`src/rtl/tagelim_pkg.sv`:
```
package tagelim_pkg;

    typedef enum logic [1:0] {
        CLS_ZERO = 2'd0,
        CLS_ONE  = 2'd1,
        CLS_TWO  = 2'd2,
        CLS_NONE = 2'd3
    } st_class_e;

    typedef struct packed {
        logic       hit;
        logic [4:0] idx;
    } pick_t;

    typedef struct packed {
        logic      pend_a;
        logic      pend_b;
        logic [1:0] need;
    } op_need_t;

    // lowest set bit of a free vector (up to 32 stations per class)
    function automatic pick_t pick_lowest(input logic [31:0] v);
        pick_t p;
        p.hit = 1'b0;
        p.idx = '0;
        for (int i = 31; i >= 0; i--) begin
            if (v[i]) begin
                p.hit = 1'b1;
                p.idx = 5'(i);
            end
        end
        return p;
    endfunction

    function automatic logic [1:0] ctr_step(input logic [1:0] c, input logic up);
        logic [1:0] r;
        if (up) r = (c == 2'd3) ? c : c + 2'd1;
        else    r = (c == 2'd0) ? c : c - 2'd1;
        return r;
    endfunction

endpackage

```
`src/rtl/tagelim_scoreboard.sv`:
```
module tagelim_scoreboard #(
    parameter int NREG  = 16,
    parameter int TAG_W = $clog2(NREG),
    parameter int NRD   = 6
) (
    input  logic                       clk,
    input  logic                       rst,
    input  logic                       set_v,
    input  logic [TAG_W-1:0]           set_tag,
    input  logic                       clr_v,
    input  logic [TAG_W-1:0]           clr_tag,
    input  logic [NRD-1:0][TAG_W-1:0]  rd_tag,
    output logic [NRD-1:0]             rd_rdy
);
    logic [NREG-1:0] rdy_q, rdy_d;

    always_comb begin
        rdy_d = rdy_q;
        if (set_v) rdy_d[set_tag] = 1'b1;
        if (clr_v) rdy_d[clr_tag] = 1'b0;   // a new producer overrides a stale broadcast
    end

    always_ff @(posedge clk) begin
        if (rst) rdy_q <= '1;
        else     rdy_q <= rdy_d;
    end

    for (genvar gi = 0; gi < NRD; gi++) begin : g_rd
        assign rd_rdy[gi] = rdy_q[rd_tag[gi]];
    end


    clr_wins_chk: assert property (@(posedge clk) disable iff (rst)
        clr_v |=> !rdy_q[$past(clr_tag)]);


    set_takes_chk: assert property (@(posedge clk) disable iff (rst)
        (set_v && !(clr_v && clr_tag == set_tag)) |=> rdy_q[$past(set_tag)]);

endmodule

```
`src/rtl/tagelim_lastpred.sv`:
```
module tagelim_lastpred import tagelim_pkg::*; #(
    parameter int PC_W     = 16,
    parameter int PHT_BITS = 6,
    parameter int PHT_N    = 1 << PHT_BITS
) (
    input  logic                clk,
    input  logic                rst,
    input  logic [PC_W-1:0]     pc,
    output logic [PHT_BITS-1:0] idx,
    output logic                b_last,
    input  logic                train_v,
    input  logic [PHT_BITS-1:0] train_idx,
    input  logic                train_b_last
);
    logic [1:0]          pht_q [PHT_N];
    logic [PHT_BITS-1:0] ghr_q;

    assign idx    = pc[PHT_BITS-1:0] ^ ghr_q;
    assign b_last = pht_q[idx][1];

    always_ff @(posedge clk) begin
        if (rst) begin
            for (int i = 0; i < PHT_N; i++) pht_q[i] <= 2'd1;
            ghr_q <= '0;
        end else if (train_v) begin
            pht_q[train_idx] <= ctr_step(pht_q[train_idx], train_b_last);
            ghr_q            <= {ghr_q[PHT_BITS-2:0], train_b_last};
        end
    end


    ghr_shift_chk: assert property (@(posedge clk) disable iff (rst)
        train_v |=> ghr_q[0] == $past(train_b_last));


    ghr_hold_chk: assert property (@(posedge clk) disable iff (rst)
        !train_v |=> $stable(ghr_q));

endmodule

```
`src/rtl/tagelim_alloc.sv`:
```
module tagelim_alloc import tagelim_pkg::*; #(
    parameter int N_TWO  = 2,
    parameter int N_ONE  = 2,
    parameter int N_ZERO = 2,
    parameter int NS     = N_TWO + N_ONE + N_ZERO,
    parameter int SLOT_W = $clog2(NS)
) (
    input  logic              clk,
    input  logic              rst,
    input  logic              req,
    input  logic [1:0]        need,
    input  logic [NS-1:0]     st_free_i,
    output logic              grant,
    output logic [SLOT_W-1:0] slot,
    output st_class_e         cls,
    output logic              split
);
    localparam int BASE_ONE  = N_TWO;
    localparam int BASE_ZERO = N_TWO + N_ONE;

    logic [NS-1:0] busy_q;
    logic [31:0]   f2, f1, f0;
    pick_t         p2, p1, p0;

    always_comb begin
        f2 = '0;
        f1 = '0;
        f0 = '0;
        for (int i = 0; i < N_TWO; i++)  f2[i] = ~busy_q[i];
        for (int i = 0; i < N_ONE; i++)  f1[i] = ~busy_q[BASE_ONE + i];
        for (int i = 0; i < N_ZERO; i++) f0[i] = ~busy_q[BASE_ZERO + i];
        p2 = pick_lowest(f2);
        p1 = pick_lowest(f1);
        p0 = pick_lowest(f0);
    end

    always_comb begin
        cls   = CLS_NONE;
        split = 1'b0;
        unique case (need)
            2'd0: begin
                if      (p0.hit) cls = CLS_ZERO;
                else if (p1.hit) cls = CLS_ONE;
                else if (p2.hit) cls = CLS_TWO;
            end
            2'd1: begin
                if      (p1.hit) cls = CLS_ONE;
                else if (p2.hit) cls = CLS_TWO;
            end
            default: begin
                if (p2.hit) cls = CLS_TWO;
                else if (p1.hit) begin
                    cls   = CLS_ONE;
                    split = 1'b1;
                end
            end
        endcase
        unique case (cls)
            CLS_ZERO: slot = SLOT_W'(p0.idx) + SLOT_W'(BASE_ZERO);
            CLS_ONE:  slot = SLOT_W'(p1.idx) + SLOT_W'(BASE_ONE);
            CLS_TWO:  slot = SLOT_W'(p2.idx);
            default:  slot = '0;
        endcase
    end

    assign grant = req && (cls != CLS_NONE);

    always_ff @(posedge clk) begin
        if (rst) busy_q <= '0;
        else begin
            busy_q <= busy_q & ~st_free_i;
            if (grant) busy_q[slot] <= 1'b1;
        end
    end


    grant_free_chk: assert property (@(posedge clk) disable iff (rst)
        grant |-> !busy_q[slot]);


    grant_marks_chk: assert property (@(posedge clk) disable iff (rst)
        grant |=> busy_q[$past(slot)]);

    for (genvar gi = 0; gi < NS; gi++) begin : g_rel

        release_chk: assert property (@(posedge clk) disable iff (rst)
            (st_free_i[gi] && !(grant && slot == SLOT_W'(gi))) |=> !busy_q[gi]);
    end

endmodule

```
`src/rtl/tagelim_dispatch.sv`:
```
module tagelim_dispatch import tagelim_pkg::*; #(
    parameter int N_TWO    = 2,
    parameter int N_ONE    = 2,
    parameter int N_ZERO   = 2,
    parameter int NREG     = 16,
    parameter int PC_W     = 16,
    parameter int PHT_BITS = 6,
    parameter int ISSUE_W  = 2,
    parameter int NS       = N_TWO + N_ONE + N_ZERO,
    parameter int SLOT_W   = $clog2(NS),
    parameter int TAG_W    = $clog2(NREG)
) (
    input  logic                     clk,
    input  logic                     rst,
    input  logic                     disp_valid,
    input  logic [PC_W-1:0]          disp_pc,
    input  logic [TAG_W-1:0]         disp_src_a,
    input  logic                     disp_has_a,
    input  logic [TAG_W-1:0]         disp_src_b,
    input  logic                     disp_has_b,
    input  logic [TAG_W-1:0]         disp_dst,
    input  logic                     disp_dst_valid,
    output logic                     disp_stall,
    output logic [SLOT_W-1:0]        disp_slot,
    output logic [1:0]               disp_watch,
    output logic                     disp_split,
    output logic [PHT_BITS-1:0]      disp_pidx,
    input  logic [NS-1:0]            st_release,
    input  logic                     wb_valid,
    input  logic [TAG_W-1:0]         wb_tag,
    input  logic                     train_valid,
    input  logic [PHT_BITS-1:0]      train_idx,
    input  logic                     train_b_last,
    input  logic [ISSUE_W-1:0]       rr_valid,
    input  logic [ISSUE_W*TAG_W-1:0] rr_src_a,
    input  logic [ISSUE_W-1:0]       rr_use_a,
    input  logic [ISSUE_W*TAG_W-1:0] rr_src_b,
    input  logic [ISSUE_W-1:0]       rr_use_b,
    output logic [ISSUE_W-1:0]       rr_bad,
    output logic                     flush_req
);
    localparam int NRD = 2 + 2 * ISSUE_W;

    logic [NRD-1:0][TAG_W-1:0] rd_tag;
    logic [NRD-1:0]            rd_rdy;
    op_need_t                  opn;
    logic                      grant, split, pred_b;
    st_class_e                 cls;
    logic [ISSUE_W-1:0]        bad_d;

    always_comb begin
        rd_tag[0] = disp_src_a;
        rd_tag[1] = disp_src_b;
        for (int i = 0; i < ISSUE_W; i++) begin
            rd_tag[2 + 2*i] = rr_src_a[i*TAG_W +: TAG_W];
            rd_tag[3 + 2*i] = rr_src_b[i*TAG_W +: TAG_W];
        end
    end

    tagelim_scoreboard #(.NREG(NREG), .TAG_W(TAG_W), .NRD(NRD)) u_sb (
        .clk     (clk),
        .rst     (rst),
        .set_v   (wb_valid),
        .set_tag (wb_tag),
        .clr_v   (grant && disp_dst_valid),
        .clr_tag (disp_dst),
        .rd_tag  (rd_tag),
        .rd_rdy  (rd_rdy)
    );

    always_comb begin
        opn.pend_a = disp_has_a && !rd_rdy[0];
        opn.pend_b = disp_has_b && !rd_rdy[1];
        opn.need   = {1'b0, opn.pend_a} + {1'b0, opn.pend_b};
    end

    tagelim_alloc #(.N_TWO(N_TWO), .N_ONE(N_ONE), .N_ZERO(N_ZERO),
                    .NS(NS), .SLOT_W(SLOT_W)) u_alloc (
        .clk       (clk),
        .rst       (rst),
        .req       (disp_valid),
        .need      (opn.need),
        .st_free_i (st_release),
        .grant     (grant),
        .slot      (disp_slot),
        .cls       (cls),
        .split     (split)
    );

    tagelim_lastpred #(.PC_W(PC_W), .PHT_BITS(PHT_BITS)) u_pred (
        .clk          (clk),
        .rst          (rst),
        .pc           (disp_pc),
        .idx          (disp_pidx),
        .b_last       (pred_b),
        .train_v      (train_valid),
        .train_idx    (train_idx),
        .train_b_last (train_b_last)
    );

    always_comb begin
        unique case (cls)
            CLS_TWO:  disp_watch = {opn.pend_b, opn.pend_a};
            CLS_ONE:  disp_watch = split ? (pred_b ? 2'b10 : 2'b01)
                                         : {opn.pend_b, opn.pend_a};
            default:  disp_watch = 2'b00;
        endcase
    end

    assign disp_stall = disp_valid && !grant;
    assign disp_split = grant && split;

    always_comb begin
        for (int i = 0; i < ISSUE_W; i++)
            bad_d[i] = rr_valid[i] && ((rr_use_a[i] && !rd_rdy[2 + 2*i]) ||
                                       (rr_use_b[i] && !rd_rdy[3 + 2*i]));
    end

    always_ff @(posedge clk) begin
        if (rst) begin
            rr_bad    <= '0;
            flush_req <= 1'b0;
        end else begin
            rr_bad    <= bad_d;
            flush_req <= |bad_d;
        end
    end


    split_one_chk: assert property (@(posedge clk) disable iff (rst)
        disp_split |-> ($countones(disp_watch) == 1 && !disp_stall));


    stall_req_chk: assert property (@(posedge clk) disable iff (rst)
        disp_stall |-> disp_valid);


    rr_idle_chk: assert property (@(posedge clk) disable iff (rst)
        ($past(rr_valid) == '0) |-> !flush_req);


    zero_watch_chk: assert property (@(posedge clk) disable iff (rst)
        (disp_valid && !disp_stall && disp_slot >= SLOT_W'(N_TWO + N_ONE)) |-> disp_watch == 2'b00);

endmodule

```
`config.mk`:
```
export PLATFORM = sky130hd
export DESIGN_NAME = tagelim_dispatch
export DESIGN_NICKNAME = d
export VERILOG_FILES = /design/src/rtl/tagelim_pkg.sv /design/src/rtl/tagelim_scoreboard.sv /design/src/rtl/tagelim_lastpred.sv /design/src/rtl/tagelim_alloc.sv /design/src/rtl/tagelim_dispatch.sv
export SDC_FILE = /design/constraint.sdc
export NUM_CORES = 1
export LEC_CHECK = 0
export BUFFER_PORTS_ARGS = -buffer_cell sky130_fd_sc_hd__buf_2
export CORE_ASPECT_RATIO = 0.8
export CORE_UTILIZATION = 55
export DETAILED_ROUTE_END_ITERATION = 7
export GPL_TIMING_DRIVEN = 0
export PLACE_DENSITY_LB_ADDON = 0.2
export SYNTH_ARGS = -nofsm -noshare
export SYNTH_HDL_FRONTEND = slang
export SYNTH_SLANG_ARGS = --single-unit
```
`constraint.sdc`:
```
create_clock -name clk -period 7.05 [get_ports clk]
set_input_delay 0.3525 -clock clk [delete_from_list [all_inputs] [get_ports clk]]
set_output_delay 0.3525 -clock clk [all_outputs]
set_load 0.02 [all_outputs]
```
==> impl_metrics.toml, run 1 <==
[synthesis]
synth_fp_nets = 947
synthFlopType = "edfxtp_1"
synth_area_um2 = 9620
synth.avg_cell_area_um2 = 11.1
synth_area_leaders = "edfxtp_1 (40%), mux4_2 (15%), dfxtp_1 (6.5%)"
synth_top_cell_by_area = "edfxtp_1"
synth-simple-area-share = 0.214
synth_warnings = 0
async_flop_share = 0
synth-compound-area-share = 0.0719
ys_seq_area_frac = 0.464
synth_edf_count = 128
netlist-cell-type-count = 64
synth-seq-cells = 159
synthMuxAreaShare = 0.179
synth_top_area_share = 0.400
postSynthCellCount = 864
synth-xor-area-share = 0.00546
synth_top_family_by_area = "simple AND/OR/NAND/NOR gates"
synth_adder_area_share = 0.0127

[sta]
setup_slack_ns = 2.70
setup_violations = 0
rsz0062_at_grt = "no"
finalSetupTns_ns = 0
post-route-period-util = 0.617
max-slew-margin-rel = 0.161
skew_ns = 0.0123
hold_viol = 0
period_minus_slack_ns = 4.35
max_slew.worst_pin.slew_ns = 1.26
final-max-slew-violation-count = 0
fmax_ghz = 0.230

[place]
hpwl_um = 22500
place_area_um2 = 10300
io_buffers = 73
gp_congestion = 0.999
post-place-ws_ns = 2.61

[clock_tree]
numCtsBuffers = 17
clk_pin_slew_worst_paths_ns = 0.07
cts_setup_buffers = 0
cts-root-buf = "clkbuf_16"
clockBufferDepth = 2
tritoncts = "built"
cts.sink_count = 159
h-tree-depth = 4
cts_hold_buf = 0
insertion_delay_ns = 0.44
post_cts_resized = 0

[pwr]
switchingPower_w = 0.000660
p_leak_nw = 3.81
p_clk_frac = 0.399
seqPwrFrac = 0.445
p_int_w = 0.00170
comb_power_share = 0.156
peakVddDrop_mv = 0.130
powerDensity_nw_per_um2 = 217
swShare = 0.280

[grt]
grt_max_degree = 17
grt_pass1_wl_um = 45300
antenna_found_initial = 0
grt_pass1_vias = 7498
grtUsageTotal = 0.354
grt-ovfl-total = 0

[final_layout]
drive_above_1_share = 0.263
final_cell_area_um2 = 10800
synthToLayoutAreaGrowth_pct = 12.7
final_net_count = 1039
fillers = 1338
num_antenna_cells = 0

[worst_setup_path]
cp.required_ns = 7.38
r2r_end = "u_sb.rdy_q[6]"
critPathMaxFanout = 7
critPathKind = "reg2reg"
worstSetupEndpointType = "flop"
reg2regPathDepth = 14
critPathLaunchType = "flop"
arrival_ns = 4.68
regToRegSetupSlack_ns = 2.70
reg2reg_from = "u_sb.rdy_q[14]"

[floorplan]
ios = 91
dieArea_um2 = 18000
start_util = 0.572
die_y_um = 120
die_x_um = 150
core_area_um2 = 16800
num_rows = 42

[min_path]
holdPathEnd = "rr_bad[1]"
hold_class = "in2reg"
hold_start = "rr_valid[1]"
min_path_cells = 2

[drt]
vias = 7902
first_pass_iters = 6
drt_iter0_markers = 1255
wl_per_cell_um = 25.5
final_antenna_net_count = 0
drc = 0
totalWireLength_um = 30300
viasPerCell = 6.65

[run_status]
status = "finished, final reports clean"

[flow_run]
cap_violations = 0
[synthesized netlist by cell type, types with 3 or more instances]
master	instances
mux2i_1	25
a32oi_1	6
clkbuf_1	30
buf_4	8
a211oi_1	8
a31oi_1	7
nor3_1	36
a21o_1	3
o22ai_1	9
xnor2_1	4
dfxtp_1	31
edfxtp_1	128
nand3_1	42
nor2b_1	10
nor2_1	93
a21oi_1	23
and3b_1	7
nand4_1	6
mux4_2	62
o21ai_0	5
and3_1	6
inv_1	26
ha_1	8
buf_6	13
and2_1	8
a311oi_1	3
nand2b_1	38
buf_2	13
nor3b_1	5
nor3_2	7
nand3b_1	4
or2_2	38
o21bai_1	12
a221oi_1	5
nand2_1	95
[registers in the layout, indices dropped and copies added (netlist names)]
register / cells
flush_req: 1
rr_bad: 2
u_alloc.busy_q: 6
u_pred.ghr_q: 6
u_pred.pht_q: 128
u_sb.rdy_q: 16
[layout by cell type, fill, tap and decap left out, types with 36 or more instances in the layout]
cell	synthesis	final
nor2_1	93	93
nand2_1	95	95
or2_2	38	38
nand3_1	42	42
mux4_2	62	62
edfxtp_1	128	128
nand2b_1	38	38
buf_2	13	86
nor3_1	36	36
[how the worst max path moves through the flow]
stage | startpoint | to | slack [ns] | depth (start not counted)
2_1_floorplan | disp_src_b[0] | u_sb.rdy_q[0] | 3.43 | 13
3_3_place_gp | disp_src_b[0] | u_sb.rdy_q[10] | 2.66 | 15
3_5_place_dp | disp_src_b[0] | u_sb.rdy_q[6] | 2.61 | 15
4_1_cts | u_sb.rdy_q[12] | u_sb.rdy_q[6] | 2.74 | 14
5_1_grt | u_sb.rdy_q[12] | u_sb.rdy_q[6] | 2.43 | 14
6_report | u_sb.rdy_q[14] | u_sb.rdy_q[6] | 2.70 | 14
[power by group through the flow]
stage	registers [W]	logic (W)	clock network (W)
floorplan	0.00106	0.000230	0
detailed placement	0.00107	0.000353	0
finish	0.00105	0.000367	0.000941
global placement	0.00107	0.000351	0
CTS	0.00105	0.000355	0.000935
global route	0.00105	0.000381	0.000971
[per-layer routing]
layer,up-vias,track usage,part of all wire
li1,3405,-,-
met1,3806,0.523,0.39
met2,604,0.494,0.42
met3,87,0.104,0.16
met4,0,0.122,0.031
met5,-,0,0
[through the flow]
stage          power [W]  hold slack [ns]   util  cells
6_report         0.00236            0.170  0.645   1189
4_1_cts          0.00234            0.165  0.645   1189
3_3_place_gp     0.00142            0.495  0.610   1157
3_5_place_dp     0.00142            0.498  0.610   1157
5_1_grt          0.00240            0.171  0.645   1189
2_1_floorplan    0.00129            0.461      -    864
[logic make-up (layout without fill, tap and decap cells)]
family | after synthesis | after routing
and+or+nand+nor | 406 | 406
DFF | 159 | 159
AOI/OAI and AO/OA | 99 | 99
buffers and inverters | 93 | 198
muxes | 91 | 91
adders and majority gates | 10 | 10
xor gates and xnor gates | 6 | 6
[critical path: stages (launching register included)]
cell and delay, ns:
dfxtp_1 0.41, mux4_2 0.50, mux4_2 0.51, nor2b_1 0.25
inv_1 0.09, ha_1 0.21, a311oi_1 0.31, or2_2 0.21
inv_1 0.08, ha_1 0.24, nor2b_1 0.57, nand3_1 0.14
nor2_1 0.28, a31oi_1 0.13, or2_2 0.28
[cell type report]
| type | count | area (µm²) | area share |
|---|---|---|---|
| clock buffer | 18 | 429 | 0.0396 |
| timing repair buffer | 73 | 365 | 0.0337 |
| buffer | 66 | 403 | 0.0372 |
| sequential | 159 | 4460 | 0.412 |
| multi-input combinational | 612 | 4650 | 0.429 |
| tap | 220 | 275 | 0.0254 |
| clock inverter | 14 | 155 | 0.0143 |
| inverter | 27 | 101 | 0.00935 |
Power figures use the tool's default switching activity.
==> run 2, diff against run 1 <==
- clock period: 7.05 -> 4 ns (I/O delays scaled with it)
==> impl_metrics.toml, run 2 (synthesized netlist as in run 1, its figures left out) <==
[run_status]
status = "finished, final reports clean"

[drt]
vias = 7977
totalWireLength_um = 30600
viasPerCell = 6.69
wl_per_cell_um = 25.7
final_antenna_net_count = 0
drc = 0
drt_iter0_markers = 1167
first_pass_iters = 6

[sta]
hold_viol = 0
fmax_ghz = 0.259
setup_violations = 0
max-slew-margin-rel = 0.150
rsz0062_at_grt = "no"
period_minus_slack_ns = 3.86
final-max-slew-violation-count = 0
post-route-period-util = 0.966
hold_ws_ns = 0.0216
finalSetupTns_ns = 0
max_slew.worst_pin.slew_ns = 1.27
skew_ns = 0.0116
setup_slack_ns = 0.138

[worst_setup_path]
critPathKind = "reg2out"
arrival_ns = 3.66
slowest_stage = "mux4_2"
reg2regPathDepth = 13
critPathLaunchType = "flop"
worst-path-buf-inv = 3
critPathMaxFanout = 7
crit_top_cell = "mux4_2"
cp_cell_sequence = "mux4_2 > mux4_2 > nor2b_4 > inv_1 > ha_1 > a311oi_2 > a21o_1 > buf_4 > ha_4 > nand2_1 > nor4_2 > o21a_1 > buf_2"
critPathMaxStageDelay_ns = 0.53
path_delay_family = "multiplexers"
cp.required_ns = 3.80
worstSetupEndpointType = "output pin"
critical_path_cell_count = 13

[place]
gp_congestion = 0.999
hpwl_um = 22500
post-place-ws_ns = -0.289
io_buffers = 73

[final_layout]
final_common_cell = "edfxtp_1"
reg_top3 = "u_pred.pht_q: 128 flops, u_sb.rdy_q: 16 flops"
seqCellArea_um2 = 4480
post-route-util = 0.652
layout.cells.most_common_list = "edfxtp_1 (128), nand2_1 (95), nor2_1 (93)"
drive_above_1_share = 0.292
final_net_count = 1042
fillers = 1336
num_antenna_cells = 0
synthToLayoutAreaGrowth_pct = 13.9
multiInputGateArea_um2 = 4720
top_register = "u_pred.pht_q"
largest_reg_flops = 128

[floorplan]
core_area_um2 = 16800
start_util = 0.572
dieArea_um2 = 18000
die_y_um = 120
ios = 91
num_rows = 42
die_x_um = 150

[min_path]
min_path_cells = 2
hold_class = "in2reg"

[grt]
grt_max_degree = 17
antenna_found_initial = 0
grt-ovfl-total = 0
grt_pass1_wl_um = 45500
grtUsageTotal = 0.355
grt_pass1_vias = 7544

[clock_tree]
cts.sink_count = 159
numCtsBuffers = 17
insertion_delay_ns = 0.44
clk_pin_slew_worst_paths_ns = 0.06
cts_hold_buf = 0
cts-root-buf = "clkbuf_16"
clockBufferDepth = 2
h-tree-depth = 4
tritoncts = "built"

[pwr]
p_leak_nw = 3.84
powerDensity_nw_per_um2 = 379
peakVddDrop_mv = 0.229

[flow_run]
cap_violations = 0
[run 2: cell count changes in the layout (fill, tap and decap cells not counted), sizes merged]
cell / change
buf: +3
[run 2: worst paths after layout]
| check | start | endpoint | slack, ns |
|---|---|---|---|
| worst min-delay path | rr_valid[1] | rr_bad[1] | 0.02 |
| worst max register to register | u_sb.rdy_q[4] | u_sb.rdy_q[12] | 0.18 |
| worst min register to register | u_alloc.busy_q[2] | u_alloc.busy_q[2] | 0.55 |
| worst max-delay path | u_sb.rdy_q[4] | disp_watch[1] | 0.14 |
[run 2: metal layers]
layer	share of wire	GRT usage	vias to the layer above
met5	0	0	-
met4	0.029	0.121	0
met3	0.14	0.102	87
met2	0.43	0.500	607
met1	0.40	0.523	3873
li1	-	-	3410
[run 2: worst register-to-register path, delay by kind of cell, from the launching register on]
kind / cells / cell delay (ns)
AO/OA/AOI/OAI: 2 / 0.46
multiplexers: 2 / 1.02
flip-flops: 1 / 0.39
AND/OR/NAND/NOR: 5 / 1.26
adder cells (fa/ha/maj): 2 / 0.48
buffers and inverters: 2 / 0.12
[run 2: cell type report]
type | count | share of cell area
buffer | 66 | 0.0368
timing repair buffer | 76 | 0.0354
clock buffer | 18 | 0.0392
multi-input combinational | 612 | 0.431
inverter | 27 | 0.00925
sequential | 159 | 0.409
tap | 220 | 0.0251
clock inverter | 14 | 0.0142
[run 2: through the flow]
stage          total power [W]  instance area [µm²]  instances
2_1_floorplan          0.00227                 9620        864
3_3_place_gp           0.00250                10300       1157
3_5_place_dp           0.00250                10300       1157
4_1_cts                0.00412                10900       1189
5_1_grt                0.00424                11000       1192
6_report               0.00416                11000       1192
[run 2: where the power goes]
group          internal, W  switching (W)  total, W  leakage [nW]
Combinational     0.000241       0.000412  0.000654          2.17
Sequential         0.00182      0.0000285   0.00185          1.39
Clock             0.000931       0.000725   0.00166         0.278
Total              0.00299        0.00117   0.00416          3.84
[run 2: timing repair]
item / CTS / global route
buffers inserted: 0 / 3
gates cloned: 0 / 0
resized for setup: 8 / 24
setup endpoints to repair: 18 / 14
pin swaps: 0 / 2
